$ cat src/rtl/err_log_pkg.sv
package err_log_pkg;
  localparam int DEF_N_ERR = 8;
  localparam int DEF_LOG_W = 16;

  // Where the enabled errors of a cycle are recorded
  typedef enum logic {
    ROUTE_FIRST = 1'b0,
    ROUTE_NEXT  = 1'b1
  } route_e;
endpackage

$ cat src/rtl/err_record.sv
module err_record
  import err_log_pkg::*;
#(
  parameter int N_ERR = DEF_N_ERR
) (
  input  logic             clk,
  input  logic             rst_n,
  input  logic [N_ERR-1:0] hit,
  input  logic [N_ERR-1:0] clr_first,
  input  logic [N_ERR-1:0] clr_next,
  output logic [N_ERR-1:0] first_q,
  output logic [N_ERR-1:0] next_q,
  output logic [N_ERR-1:0] first_kept,
  output logic [N_ERR-1:0] next_kept
);
  route_e route;
  logic [N_ERR-1:0] first_d, next_d;

  always_comb begin
    first_kept = first_q & ~clr_first;
    next_kept  = next_q & ~clr_next;
    route      = (first_kept == '0) ? ROUTE_FIRST : ROUTE_NEXT;
    first_d    = first_kept | ((route == ROUTE_FIRST) ? hit : '0);
    next_d     = next_kept  | ((route == ROUTE_NEXT)  ? hit : '0);
  end

  always_ff @(posedge clk or negedge rst_n) begin
    if (!rst_n) begin
      first_q <= '0;
      next_q  <= '0;
    end else begin
      first_q <= first_d;
      next_q  <= next_d;
    end
  end
endmodule

$ cat src/rtl/err_prio_pick.sv
module err_prio_pick #(
  parameter int N_ERR = 8,
  parameter int IDX_W = 3
) (
  input  logic [N_ERR-1:0] req,
  output logic             found,
  output logic [IDX_W-1:0] idx
);
  always_comb begin
    found = 1'b0;
    idx   = '0;
    for (int i = N_ERR - 1; i >= 0; i--) begin
      if (req[i]) begin
        found = 1'b1;
        idx   = IDX_W'(i);
      end
    end
  end
endmodule

$ cat src/rtl/err_log_capture.sv
module err_log_capture #(
  parameter int N_ERR = 8,
  parameter int LOG_W = 16,
  parameter int IDX_W = 3
) (
  input  logic               clk,
  input  logic               rst_n,
  input  logic               capture,
  input  logic               lock_d,
  input  logic [IDX_W-1:0]   src_idx,
  input  logic [N_ERR*LOG_W-1:0] log_in,
  output logic               locked,
  output logic [LOG_W-1:0]   log_data,
  output logic [IDX_W-1:0]   log_src
);
  logic [LOG_W-1:0] slot [N_ERR];

  for (genvar g = 0; g < N_ERR; g++) begin : g_slot
    assign slot[g] = log_in[g*LOG_W +: LOG_W];
  end

  always_ff @(posedge clk or negedge rst_n) begin
    if (!rst_n) begin
      locked   <= 1'b0;
      log_data <= '0;
      log_src  <= '0;
    end else begin
      locked <= lock_d;
      if (capture) begin
        log_data <= slot[src_idx];
        log_src  <= src_idx;
      end
    end
  end
endmodule

$ cat src/rtl/err_alert_req.sv
module err_alert_req (
  input  logic clk,
  input  logic rst_n,
  input  logic new_alert,
  input  logic ready,
  output logic valid
);
  always_ff @(posedge clk or negedge rst_n) begin
    if (!rst_n) valid <= 1'b0;
    else        valid <= (valid & ~ready) | new_alert;
  end
endmodule

$ cat src/rtl/err_log_unit.sv
module err_log_unit
  import err_log_pkg::*;
#(
  parameter int N_ERR = DEF_N_ERR,
  parameter int LOG_W = DEF_LOG_W,
  localparam int IDX_W = (N_ERR > 1) ? $clog2(N_ERR) : 1
) (
  input  logic                   clk,
  input  logic                   rst_n,
  input  logic [N_ERR-1:0]       err_in,
  input  logic [N_ERR-1:0]       err_en,
  input  logic [N_ERR-1:0]       err_is_alert,
  input  logic [N_ERR*LOG_W-1:0] err_log_in,
  input  logic [N_ERR-1:0]       clr_first,
  input  logic [N_ERR-1:0]       clr_next,
  output logic [N_ERR-1:0]       first_err,
  output logic [N_ERR-1:0]       next_err,
  output logic                   err_status,
  output logic                   alert_valid,
  input  logic                   alert_ready,
  output logic                   log_locked,
  output logic [LOG_W-1:0]       log_data,
  output logic [IDX_W-1:0]       log_src
);
  logic [N_ERR-1:0] hit, alert_hit, first_kept, next_kept;
  logic             any_alert, alert_left, capture, lock_d;
  logic [IDX_W-1:0] pick_idx;

  assign hit       = err_in & err_en;
  assign alert_hit = hit & err_is_alert;

  err_record #(.N_ERR(N_ERR)) u_record (
    .clk        (clk),
    .rst_n      (rst_n),
    .hit        (hit),
    .clr_first  (clr_first),
    .clr_next   (clr_next),
    .first_q    (first_err),
    .next_q     (next_err),
    .first_kept (first_kept),
    .next_kept  (next_kept)
  );

  err_prio_pick #(.N_ERR(N_ERR), .IDX_W(IDX_W)) u_pick (
    .req   (alert_hit),
    .found (any_alert),
    .idx   (pick_idx)
  );

  // Alert bits still on record once this cycle's clears are applied
  assign alert_left = |((first_kept | next_kept) & err_is_alert);
  assign capture    = any_alert & ~alert_left;
  assign lock_d     = any_alert | alert_left;

  err_log_capture #(.N_ERR(N_ERR), .LOG_W(LOG_W), .IDX_W(IDX_W)) u_log (
    .clk      (clk),
    .rst_n    (rst_n),
    .capture  (capture),
    .lock_d   (lock_d),
    .src_idx  (pick_idx),
    .log_in   (err_log_in),
    .locked   (log_locked),
    .log_data (log_data),
    .log_src  (log_src)
  );

  err_alert_req u_alert (
    .clk       (clk),
    .rst_n     (rst_n),
    .new_alert (any_alert),
    .ready     (alert_ready),
    .valid     (alert_valid)
  );

  assign err_status = |(first_err | next_err);
endmodule

$ cat config.mk
export PLATFORM = sky130hd
export DESIGN_NAME = err_log_unit
export DESIGN_NICKNAME = d
export VERILOG_FILES = /design/src/rtl/err_log_pkg.sv /design/src/rtl/err_record.sv /design/src/rtl/err_prio_pick.sv /design/src/rtl/err_log_capture.sv /design/src/rtl/err_alert_req.sv /design/src/rtl/err_log_unit.sv
export SDC_FILE = /design/constraint.sdc
export NUM_CORES = 1
export LEC_CHECK = 0
export CORE_AREA = 2 2 80 82
export DETAILED_ROUTE_END_ITERATION = 10
export DIE_AREA = 0 0 82 84
export DONT_BUFFER_PORTS = 1
export SLEW_MARGIN = 40
export SYNTH_ARGS = -nofsm -noshare
export SYNTH_HDL_FRONTEND = slang
export SYNTH_SLANG_ARGS = --single-unit
$ cat constraint.sdc
create_clock -name clk -period 2 [get_ports clk]
set_input_delay 0.4 -clock clk [delete_from_list [all_inputs] [get_ports clk]]
set_output_delay 0.4 -clock clk [all_outputs]
set_load 0.02 [all_outputs]
* Word-level counts from Yosys, hierarchy flattened
Cells that the tools add are included.
Operators by class: $lt $le $gt $ge 1, mux-type cells 21, bitwise operators 18, reductions and logical operators 3
Operators by type and width (number):
- binary-select mux 16 bit (select 3 bit) | 1
- AND 8 bit | 5
- 2-to-1 mux 16 bit | 2
- bitwise OR 8 bit | 4
- 2-to-1 mux 3 bit | 8
- 2-to-1 mux 8 bit | 2
- inverter 8 bit | 2
- OR reduction 8 bit | 2
- zero test 8 bit | 1
- 2-to-1 mux 1 bit | 8
- >= comparator 4 bit, second input constant | 1
- inverter 3 -> 4 bit | 1
- AND 1 bit | 2
- inverter 1 bit | 2
- bitwise OR 1 bit | 2
Word-level totals: register bits after elaboration 37, input bits 171, output and inout bits 38, word-level logic and storage cells 49

* Depth between registers and ports, before layout
word-level depth 14, mapped depth 9

* Modules after synthesis
A second synthesis with hierarchy kept.
Second synthesis, totals: cell total of the unflattened synthesis 228, area, all modules 2617.5 um^2
Modules (own cells, without submodules):
- err_log_capture | times used 1, cells an instance 124, area an instance 1602.8 um^2, seq. area each 500.5 um^2
- err_record | times used 1, cells an instance 54, area an instance 695.7 um^2, seq. area each 400.4 um^2
- err_log_unit | times used 1, cells an instance 34, area an instance 202.7 um^2, seq. area each 0.0 um^2
- err_prio_pick | times used 1, cells an instance 13, area an instance 80.1 um^2, seq. area each 0.0 um^2
- err_alert_req | times used 1, cells an instance 3, area an instance 36.3 um^2, seq. area each 25.0 um^2

* Worst setup path before layout
No wires, ideal clock.
kind input port to flip-flop, start point input err_in[6], end point register u_log.log_data[14], setup time 0.131 ns, arrival time 1.785 ns, required time 1.869 ns, path slack 0.084 ns, stages on the path 7, buffers on the path 1, cell sequence and3_4 o311a_1 o22a_2 buf_6 mux2_4 o22ai_2 o211ai_1
On the way: cells in the longest elaborated chain, start to end 13, elaborated cells on any way between the ends 21, those cells by class 17 x mux; 4 x bitwise
Ends and longest elaborated chain:
- start, declared | line err_log_unit.sv:10 | input logic [N_ERR-1:0] err_in,
- AND 8 bit (*) | line err_log_unit.sv:29 | assign hit = err_in & err_en;
- AND 8 bit (*) | line err_log_unit.sv:30 | assign alert_hit = hit & err_is_alert;
- 2-to-1 mux 3 bit (7 in a row) | line err_prio_pick.sv:13 | if (req[i]) begin
- inverter 3 -> 4 bit (not written as such) | line err_log_capture.sv:30 | log_data <= slot[src_idx];
- binary-select mux 16 bit (select 3 bit) | line err_log_capture.sv:30
- 2-to-1 mux 16 bit (not written as such) (2 in a row) | line err_log_capture.sv:30
- end signal, assigned | line err_log_capture.sv:30
- end, declared | line err_log_capture.sv:13 | output logic [LOG_W-1:0] log_data,
Every way passes the cells marked *; elsewhere a longest branch is shown, timed or not. The select of a mux whose other input is x is not followed. A chain may end at the register's enable or synchronous reset.

* Final worst setup path
start point register u_record.next_q[6], end point output err_status
On the way: cells in the longest elaborated chain, start to end 2
Ends and longest elaborated chain:
- start, declared | line err_record.sv:12 | output logic [N_ERR-1:0] next_q,
- start signal, assigned | line err_record.sv:33 | next_q <= next_d;
- bitwise OR 8 bit | line err_log_unit.sv:75 | assign err_status = |(first_err | next_err);
- OR reduction 8 bit | line err_log_unit.sv:75
- end, declared | line err_log_unit.sv:18 | output logic err_status,
Every way passes these cells.

==> flow_metrics.py <==
metrics = {
    "synthesis": {
        "synth_edf_count": 0,
        "synth.distinct_cells": 38,
        "seq_area_frac_synth_pct": 31.44,
        "yosys_warnings": 0,
        "synth_top_cell_by_area": "dfrtp_1",
        "synthCells": 335,
        "async_flop_share_pct": 100.0,
        "synth_top_area_share_pct": 31.44,
        "synth_area_um2": 2945,
        "synthFlopType": "dfrtp_1",
        "netlist_top_cells_count": "nand2_1 (61), dfrtp_1 (37), a211oi_1 (30), o21ai_0 (27), o211ai_1 (19)",
        "yosysMostFrequentCell": "nand2_1",
        "syn_nets": 506,
        "syn_area_per_cell_um2": 8.792,
        "synth_seq_cells": 37,
        "synth_area_leaders": "dfrtp_1 (31%), nand2_1 (7.8%), a211oi_1 (7.6%)",
    },
    "timing": {
        "hold_violations": 0,
        "setup_ws_ns": 0.09441,
        "rsz0062_at_grt": "no",
        "fin_crit_sh_pct": 95.28,
        "clock_skew_ns": 0.006986,
        "worst_pin_slew_ns": 0.3935,
        "drv_slew": 0,
        "clock.fmax_mhz": 524.8,
        "setup_viol_count_final": 0,
        "layout_min_cycle_time_ns": 1.906,
        "fin_setup_tns_ns": 0,
        "slew_headroom_pct": 73.69,
    },
    "pwr": {
        "power_density_nw_per_um2": 1112,
        "finalPower_mw": 3.762,
        "p_leak_nw": 1.442,
        "vdd_drop_max_mv": 0.7393,
    },
    "worst_setup_path": {
        "rr_startpoint": "u_record.first_q[4]",
        "critPathKind": "reg -> out",
        "start_kind": "register",
        "startpoint": "u_record.next_q[6]",
        "worstPathArrival_ns": 1.51,
        "cp_max_fo": 2,
        "crit_path_end_kind": "primary output",
        "critPathRequiredTime_ns": 1.60,
    },
    "route": {
        "drc_errors": 0,
        "drtIter0Drc": 92,
        "first_pass_iters": 4,
        "via_per_inst": 6.425,
        "vias": 2795,
        "route.met2.wl_um": 4847,
        "routedWlPerCell_um": 22.40,
        "ant_nets": 0,
        "met3WireLength_um": 1030,
        "maxUsedRoutingLayer": "met4",
        "routed_wl_um": 9745,
        "wl_met1_um": 3756,
    },
    "clock_tree": {
        "path_clk_slew_ns": 0.08,
        "htree_levels": 2,
        "cts.sinks": 37,
        "post_cts_buffers": 0,
        "clk_path_buf_depth": 2,
        "clk_latency_ns": 0.30,
        "root_buffer": "clkbuf_8",
        "tritoncts": "yes",
        "cts_inserted_buffers": 5,
    },
    "place": {
        "portBuffers": 0,
        "postPlaceCellArea_um2": 3218,
        "numPlacedInstances": 425,
        "dp.final_hpwl_um": 7769,
        "place_congestion": 0.8951,
        "pre_cts_ws_ns": -0.03092,
    },
    "floorplanning": {
        "dieArea_um2": 6888,
        "fp.dieW_um": 82,
        "fp-row-count": 29,
        "core_area_um2": 6096,
        "die_y_um": 84,
        "io_pins": 209,
        "start_util_pct": 48.32,
    },
    "min_path": {
        "min-delay-start": "alert_ready",
        "min_path_type": "in -> reg",
    },
    "layout": {
        "layout-area-overhead-vs-synth_pct": 14.83,
        "nNetsFinal": 528,
        "finalNonFillerCells": 435,
        "final_area_um2": 3382,
        "diodes": 0,
        "drive_gt1_share_pct": 22.63,
        "nFillCells": 615,
    },
    "global_routing": {
        "grt_start_max_net_pins": 38,
        "antenna_found_initial": 0,
        "overflow": 0,
        "grt_first_pass_wirelength_um": 14230,
        "grt_usage_pct": 27.41,
        "grt_pass1_vias": 2722,
    },
    "status": {
        "status": "completed",
    },
    "run": {
        "cap_violations": 0,
    },
}
-- critical path, cell delays in order (launching register included) --
cell     delay, ns
dfrtp_1       0.39
buf_4         0.17
nor4_2        0.35
nand4_1       0.30
-- state kept, by name, summed over array words and instances (netlist names) --
register,cells
u_log.log_data,16
u_record.next_q,8
u_log.log_src,3
u_alert.valid,1
u_log.locked,1
u_record.first_q,8
-- metrics by stage --
stage                     utilization [%]  hold slack, ns
after global placement              52.79          0.1051
final                               55.48          0.2092
after detailed placement            52.79          0.1052
after global routing                55.48          0.2120
after CTS                           55.25          0.2176
after floorplan                         -          0.1044
-- layout make-up --
class,count,area [µm²],area share [%]
well taps,77,96.34,2.849
multi-input cells,257,1818,53.76
clock buffers,6,82.58,2.442
inverters,17,63.81,1.887
clock inverters,2,37.54,1.110
repair buffers,39,357.8,10.58
flip-flops and latches,37,925.9,27.38
-- placed cells by master, fill, tap and decap left out, types with 2 or more instances in the layout --
master,instances
nand2b_1,2
nand4_1,2
nor4_2,2
o21ai_1,2
o211ai_1,19
buf_12,5
buf_4,33
o21bai_1,14
a21o_1,2
nor2_1,3
and4_1,2
nand2_1,61
clkbuf_8,6
and3_1,4
o22ai_2,12
nor4_1,3
inv_1,17
nand3_1,10
o22ai_1,4
dfrtp_1,37
a311o_1,15
o21ai_0,26
mux2_4,15
a211oi_1,30
nor2b_1,16
-- logic make-up (layout without fill, tap and decap cells) --
kind of cell    Yosys count  after routing  synth area share, %
simple gates            111            111                18.44
compound gates          130            130                34.83
flops                    37             37                31.44
mux                      16             16                7.987
buf+inv                  41             64                7.306
-- power by group --
part	total (mW)	switching [mW]	leakage (nW)	internal (mW)
Sequential	1.47	0.439	0.463	1.03
Combinational	1.59	0.899	0.922	0.695
Clock	0.698	0.292	0.0574	0.406
Total	3.76	1.63	1.44	2.13
-- repair_timing --
action	in CTS	in global routing
gates resized for setup	0	4
hold buffers	2	0
setup endpoints to repair	0	2
endpoints found under the hold margin	37	0
-- routing by layer --
metal  vias up  track usage [%]
li1       1298                -
met1      1323            34.44
met2       163            45.08
met3        11            8.874
met4         0            6.667
met5         -                0
-- worst paths after layout --
kind,end,depth (start not counted),slack (ns)
worst max-delay path,err_status,3,0.09
worst min-delay path,u_alert.valid,1,0.21
worst max register to register,u_log.log_data[12],7,0.14
worst min register to register,u_log.log_src[0],2,0.63
max in group asynchronous,u_log.log_data[5],2,1.26
min in group asynchronous,u_record.first_q[4],2,0.54
Power figures use the tool's default switching activity.
